`src/rtl/regrmw_pkg.sv`:
```
package regrmw_pkg;
  localparam int unsigned PAYLOAD_BEATS = 3;
  localparam int unsigned BEAT_INFO     = 0;
  localparam int unsigned BEAT_AND      = 1;
  localparam int unsigned BEAT_OR       = 2;
  localparam int unsigned OR_IND_BIT    = 30;
  localparam int unsigned AND_IND_BIT   = 31;

  typedef enum logic [2:0] {
    ST_COLLECT,
    ST_RD_TGT,
    ST_RD_OR,
    ST_RD_AND,
    ST_WRITE,
    ST_DONE
  } rmw_state_e;

  typedef enum logic [1:0] {
    SLOT_NONE,
    SLOT_TGT,
    SLOT_OR,
    SLOT_AND
  } rd_slot_e;
endpackage

```
`src/rtl/regrmw_collect.sv`:
```
module regrmw_collect #(
  parameter int unsigned DATA_W = 32,
  parameter int unsigned BEATS  = 3
) (
  input  logic                        clk,
  input  logic                        rst_n,
  input  logic                        accept_en,
  input  logic                        in_valid,
  output logic                        in_ready,
  input  logic [DATA_W-1:0]           in_data,
  output logic [BEATS-1:0][DATA_W-1:0] words,
  output logic                        payload_done
);
  localparam int unsigned CNT_W = (BEATS > 1) ? $clog2(BEATS) : 1;

  logic [CNT_W-1:0]  cnt_q;
  logic [DATA_W-1:0] word_q [BEATS];
  logic              fire;
  logic              last_beat;

  assign in_ready     = accept_en;
  assign fire         = in_valid && accept_en;
  assign last_beat    = (cnt_q == CNT_W'(BEATS - 1));
  assign payload_done = fire && last_beat;

  always_ff @(posedge clk or negedge rst_n) begin
    if (!rst_n) begin
      cnt_q <= '0;
    end else if (fire) begin
      cnt_q <= last_beat ? '0 : cnt_q + 1'b1;
    end
  end

  always_ff @(posedge clk or negedge rst_n) begin
    if (!rst_n) begin
      for (int i = 0; i < BEATS; i++) word_q[i] <= '0;
    end else if (fire) begin
      for (int i = 0; i < BEATS; i++) begin
        if (cnt_q == CNT_W'(i)) word_q[i] <= in_data;
      end
    end
  end

  for (genvar g = 0; g < BEATS; g++) begin : g_word_out
    assign words[g] = word_q[g];
  end
endmodule

```
`src/rtl/regrmw_seq.sv`:
```
module regrmw_seq
  import regrmw_pkg::*;
#(
  parameter int unsigned ADDR_W = 13
) (
  input  logic              clk,
  input  logic              rst_n,
  input  logic              start,
  input  logic              or_ind,
  input  logic              and_ind,
  input  logic [ADDR_W-1:0] tgt_addr,
  input  logic [ADDR_W-1:0] or_addr,
  input  logic [ADDR_W-1:0] and_addr,
  output logic              accept_en,
  output logic              busy,
  output logic              rd_en,
  output logic [ADDR_W-1:0] rd_addr,
  output rd_slot_e          rd_slot,
  output logic              wr_en,
  output logic              done
);
  rmw_state_e state_q, state_d;

  function automatic rmw_state_e after_target(input logic oi, input logic ai);
    if (oi)      return ST_RD_OR;
    else if (ai) return ST_RD_AND;
    else         return ST_WRITE;
  endfunction

  always_comb begin
    state_d = state_q;
    case (state_q)
      ST_COLLECT: if (start) state_d = ST_RD_TGT;
      ST_RD_TGT:  state_d = after_target(or_ind, and_ind);
      ST_RD_OR:   state_d = and_ind ? ST_RD_AND : ST_WRITE;
      ST_RD_AND:  state_d = ST_WRITE;
      ST_WRITE:   state_d = ST_DONE;
      ST_DONE:    state_d = ST_COLLECT;
      default:    state_d = ST_COLLECT;
    endcase
  end

  always_ff @(posedge clk or negedge rst_n) begin
    if (!rst_n) state_q <= ST_COLLECT;
    else        state_q <= state_d;
  end

  always_comb begin
    rd_en   = 1'b0;
    rd_addr = '0;
    rd_slot = SLOT_NONE;
    case (state_q)
      ST_RD_TGT: begin rd_en = 1'b1; rd_addr = tgt_addr; rd_slot = SLOT_TGT; end
      ST_RD_OR:  begin rd_en = 1'b1; rd_addr = or_addr;  rd_slot = SLOT_OR;  end
      ST_RD_AND: begin rd_en = 1'b1; rd_addr = and_addr; rd_slot = SLOT_AND; end
      default:   ;
    endcase
  end

  assign accept_en = (state_q == ST_COLLECT);
  assign busy      = (state_q != ST_COLLECT);
  assign wr_en     = (state_q == ST_WRITE);
  assign done      = (state_q == ST_DONE);
endmodule

```
`src/rtl/regrmw_datapath.sv`:
```
module regrmw_datapath
  import regrmw_pkg::*;
#(
  parameter int unsigned DATA_W = 32
) (
  input  logic              clk,
  input  logic              rst_n,
  input  logic              rd_en,
  input  rd_slot_e          rd_slot,
  input  logic [DATA_W-1:0] rd_data,
  input  logic              or_ind,
  input  logic              and_ind,
  input  logic [DATA_W-1:0] or_imm,
  input  logic [DATA_W-1:0] and_imm,
  output logic [DATA_W-1:0] result
);
  rd_slot_e          fill_q;
  logic [DATA_W-1:0] tgt_q, orr_q, andr_q;
  logic [DATA_W-1:0] tgt_eff, orr_eff, andr_eff;
  logic [DATA_W-1:0] or_op, and_op;

  // Current value of a read slot: arriving data wins over the held copy.
  function automatic logic [DATA_W-1:0] slot_value(
      input logic arriving, input logic [DATA_W-1:0] rdat, input logic [DATA_W-1:0] held);
    return arriving ? rdat : held;
  endfunction

  function automatic logic [DATA_W-1:0] pick_operand(
      input logic indirect, input logic [DATA_W-1:0] reg_val, input logic [DATA_W-1:0] imm);
    return indirect ? reg_val : imm;
  endfunction

  function automatic logic [DATA_W-1:0] or_then_and(
      input logic [DATA_W-1:0] base, input logic [DATA_W-1:0] set_bits,
      input logic [DATA_W-1:0] keep_bits);
    return (base | set_bits) & keep_bits;
  endfunction

  always_ff @(posedge clk or negedge rst_n) begin
    if (!rst_n) begin
      fill_q <= SLOT_NONE;
      tgt_q  <= '0;
      orr_q  <= '0;
      andr_q <= '0;
    end else begin
      fill_q <= rd_en ? rd_slot : SLOT_NONE;
      tgt_q  <= tgt_eff;
      orr_q  <= orr_eff;
      andr_q <= andr_eff;
    end
  end

  assign tgt_eff  = slot_value(fill_q == SLOT_TGT, rd_data, tgt_q);
  assign orr_eff  = slot_value(fill_q == SLOT_OR,  rd_data, orr_q);
  assign andr_eff = slot_value(fill_q == SLOT_AND, rd_data, andr_q);
  assign or_op    = pick_operand(or_ind,  orr_eff,  or_imm);
  assign and_op   = pick_operand(and_ind, andr_eff, and_imm);
  assign result   = or_then_and(tgt_eff, or_op, and_op);
endmodule

```
`src/rtl/regrmw_engine.sv`:
```
module regrmw_engine
  import regrmw_pkg::*;
#(
  parameter int unsigned DATA_W = 32,
  parameter int unsigned ADDR_W = 13
) (
  input  logic              clk,
  input  logic              rst_n,
  input  logic              in_valid,
  output logic              in_ready,
  input  logic [DATA_W-1:0] in_data,
  output logic              rd_en,
  output logic [ADDR_W-1:0] rd_addr,
  input  logic [DATA_W-1:0] rd_data,
  output logic              wr_en,
  output logic [ADDR_W-1:0] wr_addr,
  output logic [DATA_W-1:0] wr_data,
  output logic              busy,
  output logic              done
);
  logic [PAYLOAD_BEATS-1:0][DATA_W-1:0] words;
  logic              payload_done;
  logic              accept_en;
  logic              or_ind, and_ind;
  logic [ADDR_W-1:0] tgt_addr, or_addr, and_addr;
  logic [DATA_W-1:0] info_w, and_w, or_w;
  rd_slot_e          rd_slot;
  logic              unused_info_bits;

  assign info_w   = words[BEAT_INFO];
  assign and_w    = words[BEAT_AND];
  assign or_w     = words[BEAT_OR];
  assign tgt_addr = info_w[ADDR_W-1:0];
  assign or_addr  = or_w[ADDR_W-1:0];
  assign and_addr = and_w[ADDR_W-1:0];
  assign or_ind   = info_w[OR_IND_BIT];
  assign and_ind  = info_w[AND_IND_BIT];
  assign unused_info_bits = ^info_w[OR_IND_BIT-1:ADDR_W];

  regrmw_collect #(.DATA_W(DATA_W), .BEATS(PAYLOAD_BEATS)) u_collect (
    .clk(clk), .rst_n(rst_n), .accept_en(accept_en),
    .in_valid(in_valid), .in_ready(in_ready), .in_data(in_data),
    .words(words), .payload_done(payload_done)
  );

  regrmw_seq #(.ADDR_W(ADDR_W)) u_seq (
    .clk(clk), .rst_n(rst_n), .start(payload_done),
    .or_ind(or_ind), .and_ind(and_ind),
    .tgt_addr(tgt_addr), .or_addr(or_addr), .and_addr(and_addr),
    .accept_en(accept_en), .busy(busy),
    .rd_en(rd_en), .rd_addr(rd_addr), .rd_slot(rd_slot),
    .wr_en(wr_en), .done(done)
  );

  regrmw_datapath #(.DATA_W(DATA_W)) u_dp (
    .clk(clk), .rst_n(rst_n), .rd_en(rd_en), .rd_slot(rd_slot),
    .rd_data(rd_data), .or_ind(or_ind), .and_ind(and_ind),
    .or_imm(or_w), .and_imm(and_w), .result(wr_data)
  );

  assign wr_addr = tgt_addr;
endmodule

```
`config.mk`:
```
export PLATFORM = sky130hd
export DESIGN_NAME = regrmw_engine
export DESIGN_NICKNAME = d
export VERILOG_FILES = /design/src/rtl/regrmw_pkg.sv /design/src/rtl/regrmw_collect.sv /design/src/rtl/regrmw_seq.sv /design/src/rtl/regrmw_datapath.sv /design/src/rtl/regrmw_engine.sv
export SDC_FILE = /design/constraint.sdc
export NUM_CORES = 1
export LEC_CHECK = 0
export BUFFER_PORTS_ARGS = -buffer_cell sky130_fd_sc_hd__buf_2
export CORE_MARGIN = 4
export CORE_UTILIZATION = 52
export CTS_CLUSTER_DIAMETER = 80
export DETAILED_ROUTE_END_ITERATION = 10
export HOLD_SLACK_MARGIN = 0.12
export PLACE_DENSITY = 0.84
export SLEW_MARGIN = 15
export SYNTH_ARGS = -nofsm -noshare
export SYNTH_HDL_FRONTEND = slang
export SYNTH_SLANG_ARGS = --single-unit
export TNS_END_PERCENT = 5
```
`constraint.sdc`:
```
create_clock -name clk -period 2.15 [get_ports clk]
set_clock_uncertainty 0.15 [all_clocks]
set_input_delay 0.215 -clock clk [delete_from_list [all_inputs] [get_ports clk]]
set_output_delay 0.215 -clock clk [all_outputs]
set_load 0.005 [all_outputs]
```
==> results.md, run 1 <==
- Status: complete, but fails checks
- Failing checks: setup timing
- IO Count: 130
- Setup ws final: -0.350 ns
- Synth async-reset ratio: 1.00
- Number of DRC markers in iteration 0: 643
- Final number of hold-violating endpoints: 0
- Most frequent cells in the layout: 179 x dfrtp_1, 108 x buf_2, 106 x mux2_2
- Synthesized net count: just over 700
- Tmin final: approximately 2.5 ns
- Critical Path Fanout Max: 8
- CTS H-Tree Depth: 4
- Finished Core Util: 0.709
- Worst min path class: primary input to flip-flop
- Setup Crit Path Kind: flip-flop to output pin
- Max Buffers Root-to-Sink: 2
- Gate Count Post-Synth: roughly 660
- Worst IR Drop VDD: 0.000792 V
- Total wire length: between 20,000 and 30,000 um
- RePlAce Congestion: between 0.7 and 0.8
- Static leakage: around 5.7 nW
- DR vias: ~6,800
- Chip Width: approximately 140 um
- Vias in the first global route: 6,673
- Routed wire length per instance: 24.8 um
- Yosys cell types: 27
- Crit path required time: 1.78 ns
- Startpoint Class: flip-flop
- Antenna Nets Post-Route: 0
- Nets@finish: between 900 and 1,000
- DR vias/cell: around 6.2
- Relative slew slack: 0.604
- Cells after DPL: roughly 980
- Global Route Usage Sum: 0.246
- Synth warn: 0
- Synthesized area: roughly 0.009 mm2
- DP HPWL: 14,700 um
- CTS Buf Count: 17
- Crit. End Element: output pin
- P per Cell Area: roughly 1600 mW/mm2
- Filler cells: between 900 and 1,000
- FMAX: about 400 MHz
- Final slew viol count: 0
- Post-Layout Cell Count: ~1,100
- RSZ-0062 raised after global routing: true
- Sinks on Clock Net: 182
- Largest net degree at the start of global routing: 60
- Hold Crit Depth: 5
- Initial antenna violation count: 2
- Fraction of layout cells with a size suffix above 1: 0.545
- Initial Util: 0.537
- Overflow left after global routing: 0
- Commonest non-fill, non-tap cell in the layout: dfrtp_1
- Number of synthesized register bits: 182
- Sequential cell area fraction in the yosys report: 0.506
- Max Cap Viol: 0
- Clk slew on worst S/H paths: 0.07 ns
- Final cycle utilization of the critical path: 1.16
- Post-Place Setup Slack: -0.0890 ns
- 1st-pass router iterations: 5
- Layout area overhead: 32.1%
- Placeable Area: about 0.017 mm2
- Cell Rows: 47
- Clock root buffer master: clkbuf_16
- Reg2Reg Depth: 4
- Port buffer count: between 100 and 150
- Total Die Area: about 0.019 mm2
- DRC viols: 0
- CTS tree: done
- Latest clock arrival within the worst-skew pair: about 0.43 ns
- Post-Syn Area per Cell: between 10 and 15 um2
- Final setup viols: 47
- Die height: 140 um
- First-pass GRT wire length: roughly 38,000 um
- Ys flop type: dfrtp_1
- Number of synthesized flops with an enable pin: 0
- Worst Max-Slew Pin Slew: 0.594 ns
- CP Data Arrival Time: roughly 2.1 ns
==> logic make-up after synthesis <==
kind of cell	after synthesis	share of synthesized area
compound gates	83	0.0905
simple gates	132	0.101
flops	182	0.506
buf+inv	72	0.0431
mux	188	0.259
==> where the power goes <==
part,internal (W),total [W],switching (W)
registers,0.00518,0.00632,0.00114
logic,0.00598,0.0102,0.00419
clock network,0.00163,0.00299,0.00136
total,0.0128,0.0195,0.00669
==> layout make-up <==
type / count / area, um2 / area share
antenna: 1 / 2.50 / 0.000211
clock buffer: 21 / 450 / 0.0379
clock inverter: 10 / 100 / 0.00842
inverter: 4 / 15.0 / 0.00126
multi-input combinational: 403 / 4390 / 0.369
sequential: 182 / 4560 / 0.383
tap: 220 / 275 / 0.0232
timing repair buffer: 244 / 2090 / 0.176
==> sequential cells by signal, summed over array words and instances, names as in the netlist <==
register	flops
u_collect.words	79
u_dp.andr_q	32
u_dp.orr_q	32
u_dp.tgt_q	32
u_seq.state_q	3
u_collect.cnt_q	2
u_dp.fill_q	2
==> layer usage <==
layer  GRT usage  vias to the layer above  wire length, um
met2       0.391                      391            13100
met5           0                        -               13
met4      0.0999                        2             1040
li1            -                     2825                -
met3      0.0518                       91             1950
met1       0.332                     3444            10800
==> what timing repair did <==
action / 4_1_cts / 5_1_grt
pin swaps: 1 / 13
setup buffers: 1 / 6
endpoints found under the setup margin: 124 / 122
hold buffers: 65 / 0
endpoints found under the hold margin: 357 / 0
cloned: 1 / 5
resized for setup: 28 / 60
==> cell usage after synthesis, types with 2 or more instances <==
cell type  instances  area [um2]
dfrtp_1          182        4550
buf_1              9        33.8
buf_6              8        90.1
mux2_2           130        1460
o221a_2           32         360
a221o_1           32         320
and4b_1           32         320
o21ai_0            2        10.0
clkbuf_1          31         116
a21oi_1            2        10.0
nand2_1            6        22.5
buf_4             13        97.6
mux2_4            58         871
nand2b_1           2        12.5
a22oi_1           14         105
or3b_1             2        17.5
and2_1            33         206
buf_2              7        35.0
or2_2             33         206
nor2_1            15        56.3
nor2b_1            5        31.3
inv_1              4        15.0
==> through the flow <==
step | instance area [um2] | total power (W) | TNS [ns] | hold slack [ns]
CTS | 11300 | 0.0175 | -8.10 | 0.157
detailed placement | 9980 | 0.0141 | -4.30 | 0.0770
global route | 11900 | 0.0203 | -14.62 | 0.193
floorplan | 9000 | 0.0116 | 0 | -0.231
finish | 11900 | 0.0195 | -9.76 | 0.173
global placement | 9980 | 0.0138 | -2.17 | 0.0701
==> critical path, stage by stage (launching register included) <==
cell     delay [ns]
dfrtp_2        0.46
nor2b_4        0.22
buf_6          0.14
buf_12         0.14
mux2_4         0.33
o221a_4        0.29
buf_6          0.12
==> worst paths after layout <==
check,startpoint,endpoint,slack (ns)
setup / recovery,u_dp.fill_q[0],wr_data[0],-0.35
hold / removal,in_valid,u_collect.cnt_q[0],0.17
setup reg to reg,u_seq.state_q[2],u_collect.words[76],-0.02
hold reg to reg,u_dp.orr_q[29],u_dp.orr_q[29],0.35
max in group asynchronous,rst_n,u_dp.andr_q[17],0.97
min in group asynchronous,rst_n,u_collect.words[76],0.18
Note: power is estimated with default switching activity, not from simulation.
==> run 2: changes to the inputs <==
--- a/config.mk
+++ b/config.mk
@@ -5,13 +5,15 @@
 export SDC_FILE = /design/constraint.sdc
 export NUM_CORES = 1
 export LEC_CHECK = 0
+export ABC_AREA = 1
 export BUFFER_PORTS_ARGS = -buffer_cell sky130_fd_sc_hd__buf_2
 export CORE_MARGIN = 4
-export CORE_UTILIZATION = 52
+export CORE_UTILIZATION = 58
 export CTS_CLUSTER_DIAMETER = 80
 export DETAILED_ROUTE_END_ITERATION = 10
+export GPL_ROUTABILITY_DRIVEN = 0
 export HOLD_SLACK_MARGIN = 0.12
-export PLACE_DENSITY = 0.84
+export PLACE_DENSITY = 0.89
 export SLEW_MARGIN = 15
 export SYNTH_ARGS = -nofsm -noshare
 export SYNTH_HDL_FRONTEND = slang
==> constraint.sdc (replaced) <==
create_clock -name clk -period 2.8 [get_ports clk]
set_clock_uncertainty 0.15 [all_clocks]
set_input_delay 0.28 -clock clk [delete_from_list [all_inputs] [get_ports clk]]
set_output_delay 0.28 -clock clk [all_outputs]
set_load 0.005 [all_outputs]
==> run 2 against run 1 <==
The flow now finishes without violations. Setup slack gained 0.51 ns. Global-route usage grew 5.6 points. Synthesized cell count grew 84%. Design area shrank 6.8%. First-iteration DRC count grew 88%. Critical path type unchanged. Critical endpoint unchanged. Largest cell class unchanged. Highest routed layer is now met4.
==> results.md, run 2 <==
- Final slew viol count: 0 (unchanged)
- Filler cells: 1,082 (was 974)
- Final setup viols: 0 (was 47)
- Antenna Nets Post-Route: 0 (unchanged)
- Nets@finish: 1,437 (was 919)
- Post-synth top area share: 0.499 (was 0.506)
- Net Switching: 0.00549 W (was 0.00669 W)
- RSZ-0062 raised after global routing: false (was true)
- Commonest non-fill, non-tap cell in the layout: nand2_1 (was dfrtp_1)
- 1st-pass router iterations: 6 (was 5)
- Latest clock arrival within the worst-skew pair: 0.43 ns (about the same)
- Adder-cell share of the synthesized area: 0 (unchanged)
- Total wire length: 26,600 um (was 26,900 um)
- Sequential standard cell area: 0.00456 mm2 (unchanged)
- Gate Count Post-Synth: 1,206 (was 657)
- Tmin final: approximately 2.6 ns
- Critical Path Fanout Max: 28 (was 8)
- Synthesized net count: 1,273 (was 724)
- CTS tree: done (unchanged)
- Number of synthesized register bits: 182 (unchanged)
- Cell-internal power: 0.00758 W (was 0.0128 W)
- Static leakage: 6.16 nW (was 5.66 nW)
- Total Die Area: 0.0178 mm2 (was 0.0195 mm2)
- Combinational family with the most area after synthesis: simple AND/OR/NAND/NOR gates (was multiplexers)
- CP Data Arrival Time: 2.21 ns (was 2.14 ns)
- Synth warn: 0 (unchanged)
- Reg power frac: 0.358 (was 0.324)
- Global Route Usage Sum: 0.302 (was 0.246)
- Setup TNS: 0 ns (was -9.76 ns)
- Status: completed (was complete, but fails checks)
- Chip Width: 133 um (was 140 um)
- P per Cell Area: 1180 mW/mm2 (was 1640 mW/mm2)
- Port buffer count: 129 (unchanged)
- Yosys top cell by area: dfrtp_1 (unchanged)
- R2r startpoint: u_seq.state_q[0] (was u_seq.state_q[2])
- Crit path required time: 2.37 ns (was 1.78 ns)
- DP HPWL: 16,500 um (was 14,700 um)
- Worst min path class: primary input to async pin (was primary input to flip-flop)
- Placeable Area: 0.0153 mm2 (was 0.0168 mm2)
- Max Buffers Root-to-Sink: 2 (unchanged)
- Synth cell count leaders: 474 x nand2_1, 182 x dfrtp_1, 164 x nand3_1, 118 x inv_1, 73 x nor2_1 (was 182 x dfrtp_1, 130 x mux2_2, 58 x mux2_4, 33 x and2_1, 33 x or2_2)
- Logic pwr share: 0.450 (was 0.522)
- Vias in the first global route: 8,553 (was 6,673)
- DR vias: 8,808 (was 6,753)
- Synth async-reset ratio: 1.00 (unchanged)
- Worst IR Drop VDD: 0.000655 V (was 0.000792 V)
- DR vias/cell: 5.53 (was 6.22)
- Synthesized area: 0.00912 mm2 (was 0.00900 mm2)
- Cell Rows: 45 (was 47)
- First-pass GRT wire length: 42,900 um (was 37,800 um)
- Clock network power share: 0.191 (was 0.154)
- Post-Place Setup Slack: 0.558 ns (was -0.0890 ns)
- Count leader, synth: nand2_1 (was dfrtp_1)
- Initial antenna violation count: 1 (was 2)
- Sinks on Clock Net: 182 (unchanged)
- Post-synthesis simple-gate area fraction: 0.371 (was 0.101)
- Clk slew on worst S/H paths: 0.07 ns (about the same)
- Setup Crit Path Kind: flip-flop to output pin (unchanged)
- DRC viols: 0 (unchanged)
- Synth Area in Compound Gates: 0.0302 (was 0.0905)
- Sequential cell area fraction in the yosys report: 0.499 (was 0.506)
- Post-CTS setup buffer count: 0 (was 1)
- CTS H-Tree Depth: 4 (unchanged)
- CTS Buf Count: 17 (unchanged)
- Worst Max-Slew Pin Slew: 0.696 ns (was 0.594 ns)
- Final cycle utilization of the critical path: 0.942
- Flop-to-flop setup slack: 0.93 ns (was -0.02 ns)
- Startpoint Class: flip-flop (unchanged)
- Clock root buffer master: clkbuf_16 (unchanged)
- Reg-to-Reg End: u_collect.words[48] (was u_collect.words[76])
- Crit. End Element: output pin (unchanged)
- Max Cap Viol: 0 (unchanged)
- Overflow left after global routing: 0 (unchanged)
- Max reg flops: 79 (unchanged)
- Synth Area in XOR/XNOR: 0 (unchanged)
- Sw Ratio: 0.420 (was 0.343)
- Die height: 133 um (was 140 um)
- Final number of hold-violating endpoints: 0 (unchanged)
- Relative slew slack: 0.536 (was 0.604)
- Layout area overhead: 21.4% (was 32.1%)
- Multiplexer area fraction after synthesis: 0 (was 0.259)
- Initial Util: 0.596 (was 0.537)
- Yosys cell types: 24 (was 27)
- IO Count: 130 (unchanged)
- Most frequent cells in the layout: 474 x nand2_1, 179 x dfrtp_1, 164 x nand3_1 (was 179 x dfrtp_1, 108 x buf_2, 106 x mux2_2)
- Largest cells by area after synthesis: dfrtp_1 50%, nand2_1 20%, nand3_1 9.0%, inv_1 4.9%, nor2_1 3.0% (was dfrtp_1 51%, mux2_2 16%, mux2_4 9.7%, o221a_2 4.0%, a221o_1 3.6%)
- Routed wire length per instance: 16.7 um (was 24.8 um)
- FMAX: 379 MHz
- Setup ws final: 0.162 ns (was -0.350 ns)
- Number of synthesized flops with an enable pin: 0 (unchanged)
- Post-Syn Area per Cell: 7.56 um2 (was 13.7 um2)
- Reg2Reg Depth: 7 (was 4)
- Fraction of layout cells with a size suffix above 1: 0.163 (was 0.545)
- Ys flop type: dfrtp_1 (unchanged)
- Largest net degree at the start of global routing: 75 (was 60)
- Area of the multi-input gates: 0.00366 mm2 (was 0.00439 mm2)
- Number of DRC markers in iteration 0: 1,208 (was 643)
==> run 2: cell types whose count changed after synthesis, moves of 13 or more <==
cell,previous run,this run
and4b_1,32,0
mux2_2,130,0
a21oi_1,2,34
nor2_1,15,73
nand2_1,6,474
a22oi_1,14,0
inv_1,4,118
nand3_1,0,164
mux2_4,58,0
a221o_1,32,0
o221a_2,32,0
buf_2,7,20
==> run 2: worst max-delay path: stages (launching register included) <==
cell and delay, ns:
dfrtp_2 0.51, buf_4 0.28, nand2_1 0.12, buf_4 0.25, nand2_1 0.10, nand3_1 0.08, nand2_1 0.06, a21oi_1 0.21
buf_2 0.16
==> run 2: layout make-up <==
cell class              count  area share
diodes                      1    0.000226
clock buffers              20      0.0421
clock inverters            11      0.0132
inverters                 122      0.0414
multi-input cells         829       0.331
flip-flops and latches    182       0.412
well taps                 211      0.0238
repair buffers            218       0.137
==> run 2: logic make-up after synthesis <==
family                 count (synthesis)
AND/OR/NAND/NOR                      780
AO/OA/AOI/OAI                         49
flip-flops                           182
buffers and inverters                195
==> run 2: worst max-delay path by stage <==
stage	startpoint	endpoint	slack (ns)	cells after the start
6_report	u_dp.fill_q[1]	wr_data[0]	0.16	8
3_3_place_gp	u_dp.fill_q[1]	wr_data[0]	0.62	8
3_5_place_dp	u_dp.fill_q[1]	wr_data[0]	0.56	8
2_1_floorplan	u_dp.fill_q[1]	wr_data[11]	1.24	6
4_1_cts	u_dp.fill_q[1]	wr_data[0]	0.08	8
5_1_grt	u_dp.fill_q[1]	wr_data[1]	0.02	8
==> run 2: what timing repair did <==
action                                 in CTS  in global routing
endpoints found under the hold margin     241                  0
setup endpoints to repair                   0                  5
gates resized for setup                     0                  1
hold buffers                               66                  0
==> run 2: power by group through the flow <==
stage | combinational, W | sequential [W] | clock [W]
floorplan | 0.00411 | 0.00437 | 0
global placement | 0.00544 | 0.00461 | 0
detailed placement | 0.00563 | 0.00466 | 0
CTS | 0.00577 | 0.00464 | 0.00250
global route | 0.00656 | 0.00480 | 0.00261
finish | 0.00589 | 0.00469 | 0.00250
==> run 2: through the flow <==
| step | util | instances | hold slack (ns) | area, um2 | total power [W] |
|---|---|---|---|---|---|
| floorplan | - | 1206 | -0.166 | 9120 | 0.00847 |
| global placement | 0.639 | 1496 | 0.193 | 9790 | 0.0100 |
| detailed placement | 0.639 | 1496 | 0.195 | 9790 | 0.0103 |
| CTS | 0.723 | 1593 | 0.319 | 11100 | 0.0129 |
| global route | 0.723 | 1594 | 0.336 | 11100 | 0.0140 |
| finish | 0.723 | 1594 | 0.286 | 11100 | 0.0131 |
==> run 2: metal layers <==
layer	global-route usage	wire [um]
met4	0.134	1040
met5	0	0
met2	0.478	12500
met3	0.0785	2780
met1	0.397	10300
==> run 3: changes to the inputs <==
==> constraint.sdc (replaced) <==
create_clock -name clk -period 3 [get_ports clk]
set_clock_uncertainty 0.15 [all_clocks]
set_input_delay 0.3 -clock clk [delete_from_list [all_inputs] [get_ports clk]]
set_output_delay 0.3 -clock clk [all_outputs]
set_load 0.005 [all_outputs]
==> run 3 against run 2 <==
Sequential power decreased by 6.8%. Routed wire length decreased by 0.86%. First-iteration DRC count decreased by 16%. Die area unchanged. Critical endpoint unchanged. Largest power group unchanged.
==> results.md, run 3 (synthesized netlist as in run 2, its figures left out) <==
- Relative slew slack: 0.493 (was 0.536)
- Nets@finish: 1,431 (was 1,437)
- Cells after DPL: 1,490 (was 1,496)
- RSZ-0062 raised after global routing: false (unchanged)
- CP max stage delay: 0.59 ns (was 0.51 ns)
- Number of DRC markers in iteration 0: 1,012 (was 1,208)
- Reg2Reg Depth: 7 (unchanged)
- Latest clock arrival within the worst-skew pair: 0.43 ns (about the same)
- Largest net degree at the start of global routing: 68 (was 75)
- Static leakage: 6.09 nW (was 6.16 nW)
- Crit path required time: 2.55 ns (was 2.37 ns)
- Initial Util: 0.596 (unchanged)
- Tmin final: 2.82 ns
- Area of the multi-input gates: 0.00366 mm2 (unchanged)
- Final cycle utilization of the critical path: 0.940
- Die height: 133 um (unchanged)
- Commonest non-fill, non-tap cell in the layout: nand2_1 (unchanged)
- Overflow left after global routing: 0 (unchanged)
- Setup TNS: 0 ns (unchanged)
- Max Cap Viol: 0 (unchanged)
- Critical Path Most Common Cell: nand3_1 (was nand2_1)
- Vias in the first global route: 8,805 (was 8,553)
- DRC viols: 0 (unchanged)
- Cell Rows: 45 (unchanged)
- Critical Path, Cell by Cell: buf_4 > nand3_1 > nand3_1 > nand2_1 > a21oi_1 > buf_2 (was buf_4 > nand2_1 > buf_4 > nand2_1 > nand3_1 > nand2_1 > a21oi_1 > buf_2)
- Post-Layout Cell Count: 1,588 (was 1,594)
- Startpoint Class: flip-flop (unchanged)
- Final number of hold-violating endpoints: 0 (unchanged)
- FMAX: 355 MHz
- Crit. End Element: output pin (unchanged)
- Global Route Usage Sum: 0.305 (was 0.302)
- First-pass GRT wire length: 43,300 um (was 42,900 um)
- Worst Max-Slew Pin Slew: 0.761 ns (was 0.696 ns)
- Final setup viols: 0 (unchanged)
- Setup Crit Path Kind: flip-flop to output pin (unchanged)
- DR vias: 8,826 (was 8,808)
- Resized Gates After CTS: 0 (unchanged)
- Clk slew on worst S/H paths: 0.07 ns (about the same)
- Port buffer count: 129 (unchanged)
- Final slew viol count: 0 (unchanged)
- Max reg flops: 79 (unchanged)
- Filler cells: 1,099 (was 1,082)
- Critical Path Fanout Max: 46 (was 28)
- IO Count: 130 (unchanged)
- Antenna Nets Post-Route: 0 (unchanged)
- Fraction of layout cells with a size suffix above 1: 0.159 (was 0.163)
- CTS Buf Count: 17 (unchanged)
- Sinks on Clock Net: 182 (unchanged)
- Layout area overhead: 20.1% (was 21.4%)
- CP Data Arrival Time: 2.37 ns (was 2.21 ns)
- DR vias/cell: 5.56 (was 5.53)
- Chip Width: 133 um (unchanged)
- Total wire length: 26,400 um (was 26,600 um)
- CTS tree: done (unchanged)
- Worst min path class: primary input to async pin (unchanged)
- Placeable Area: 0.0153 mm2 (unchanged)
- Max Buffers Root-to-Sink: 2 (unchanged)
- Status: completed (unchanged)
- CTS H-Tree Depth: 4 (unchanged)
- Ant diodes: 0 (was 1)
- Clock root buffer master: clkbuf_16 (unchanged)
- 1st-pass router iterations: 8 (was 6)
- Post-DP Area: 0.00975 mm2 (was 0.00979 mm2)
- Routed wire length per instance: 16.6 um (was 16.7 um)
- Worst IR Drop VDD: 0.000678 V (was 0.000655 V)
- Total Die Area: 0.0178 mm2 (unchanged)
- Sequential standard cell area: 0.00456 mm2 (unchanged)
- Initial antenna violation count: 1 (unchanged)
- Post-route cell area: 0.0110 mm2 (was 0.0111 mm2)
- Most frequent cells in the layout: 474 x nand2_1, 179 x dfrtp_1, 164 x nand3_1 (unchanged)
- P per Cell Area: 1090 mW/mm2 (was 1180 mW/mm2)
- Worst path slowest cell: dfrtp_2 (unchanged)
- DP HPWL: 16,100 um (was 16,500 um)
[run 3: area by class of cell]
class / instances / area share
sequential: 182 / 0.416
multi-input combinational: 829 / 0.335
timing repair buffer: 212 / 0.134
inverter: 122 / 0.0418
clock buffer: 19 / 0.0404
tap: 211 / 0.0241
clock inverter: 13 / 0.00903
[run 3: worst paths after layout]
| check | slack, ns | to | start |
|---|---|---|---|
| max reg2reg | 1.10 | u_collect.words[90] | u_seq.state_q[0] |
| max | 0.18 | wr_data[0] | u_dp.fill_q[0] |
| min in group clk | 0.31 | u_dp.andr_q[19] | u_dp.andr_q[19] |
| min reg2reg | 0.31 | u_dp.andr_q[19] | u_dp.andr_q[19] |
| max in group asynchronous | 1.64 | u_collect.words[89] | rst_n |
| min | 0.29 | u_dp.orr_q[13] | rst_n |
[run 3: critical path: cells and delay by family, from the launching register on]
family          cells  cell delay (ns)
buf+inv             2             0.69
simple gates        3             0.39
compound gates      1             0.26
flops               1             0.59
[run 3: per-stage QoR]
step                utilization  total power, W  hold WS [ns]  worst slack, ns
floorplan                     -         0.00791        -0.146             1.42
global placement          0.637         0.00934         0.196            0.761
detailed placement        0.637         0.00954         0.206            0.751
CTS                       0.715          0.0117         0.320            0.240
global route              0.715          0.0128         0.335           0.0467
finish                    0.715          0.0119         0.287            0.180
[run 3: report_power, final]
| part | internal (W) | switching, W | total, W |
|---|---|---|---|
| Sequential | 0.00365 | 0.000715 | 0.00437 |
| Combinational | 0.00200 | 0.00343 | 0.00544 |
| Clock | 0.00109 | 0.000995 | 0.00209 |
| Total | 0.00675 | 0.00514 | 0.0119 |
[run 3: what timing repair did]
item	CTS	global route
endpoints found under the hold margin	230	0
buffers inserted	0	0
hold buffers	66	0
[run 3: layer usage]
metal | GRT usage | share of wire | vias to the layer above | wire length, um
li1 | - | - | 4007 | -
met1 | 0.396 | 0.39 | 4118 | 10300
met2 | 0.484 | 0.47 | 579 | 12500
met3 | 0.0793 | 0.098 | 120 | 2580
met4 | 0.142 | 0.038 | 2 | 1010
met5 | 0 | 0.00045 | - | 12
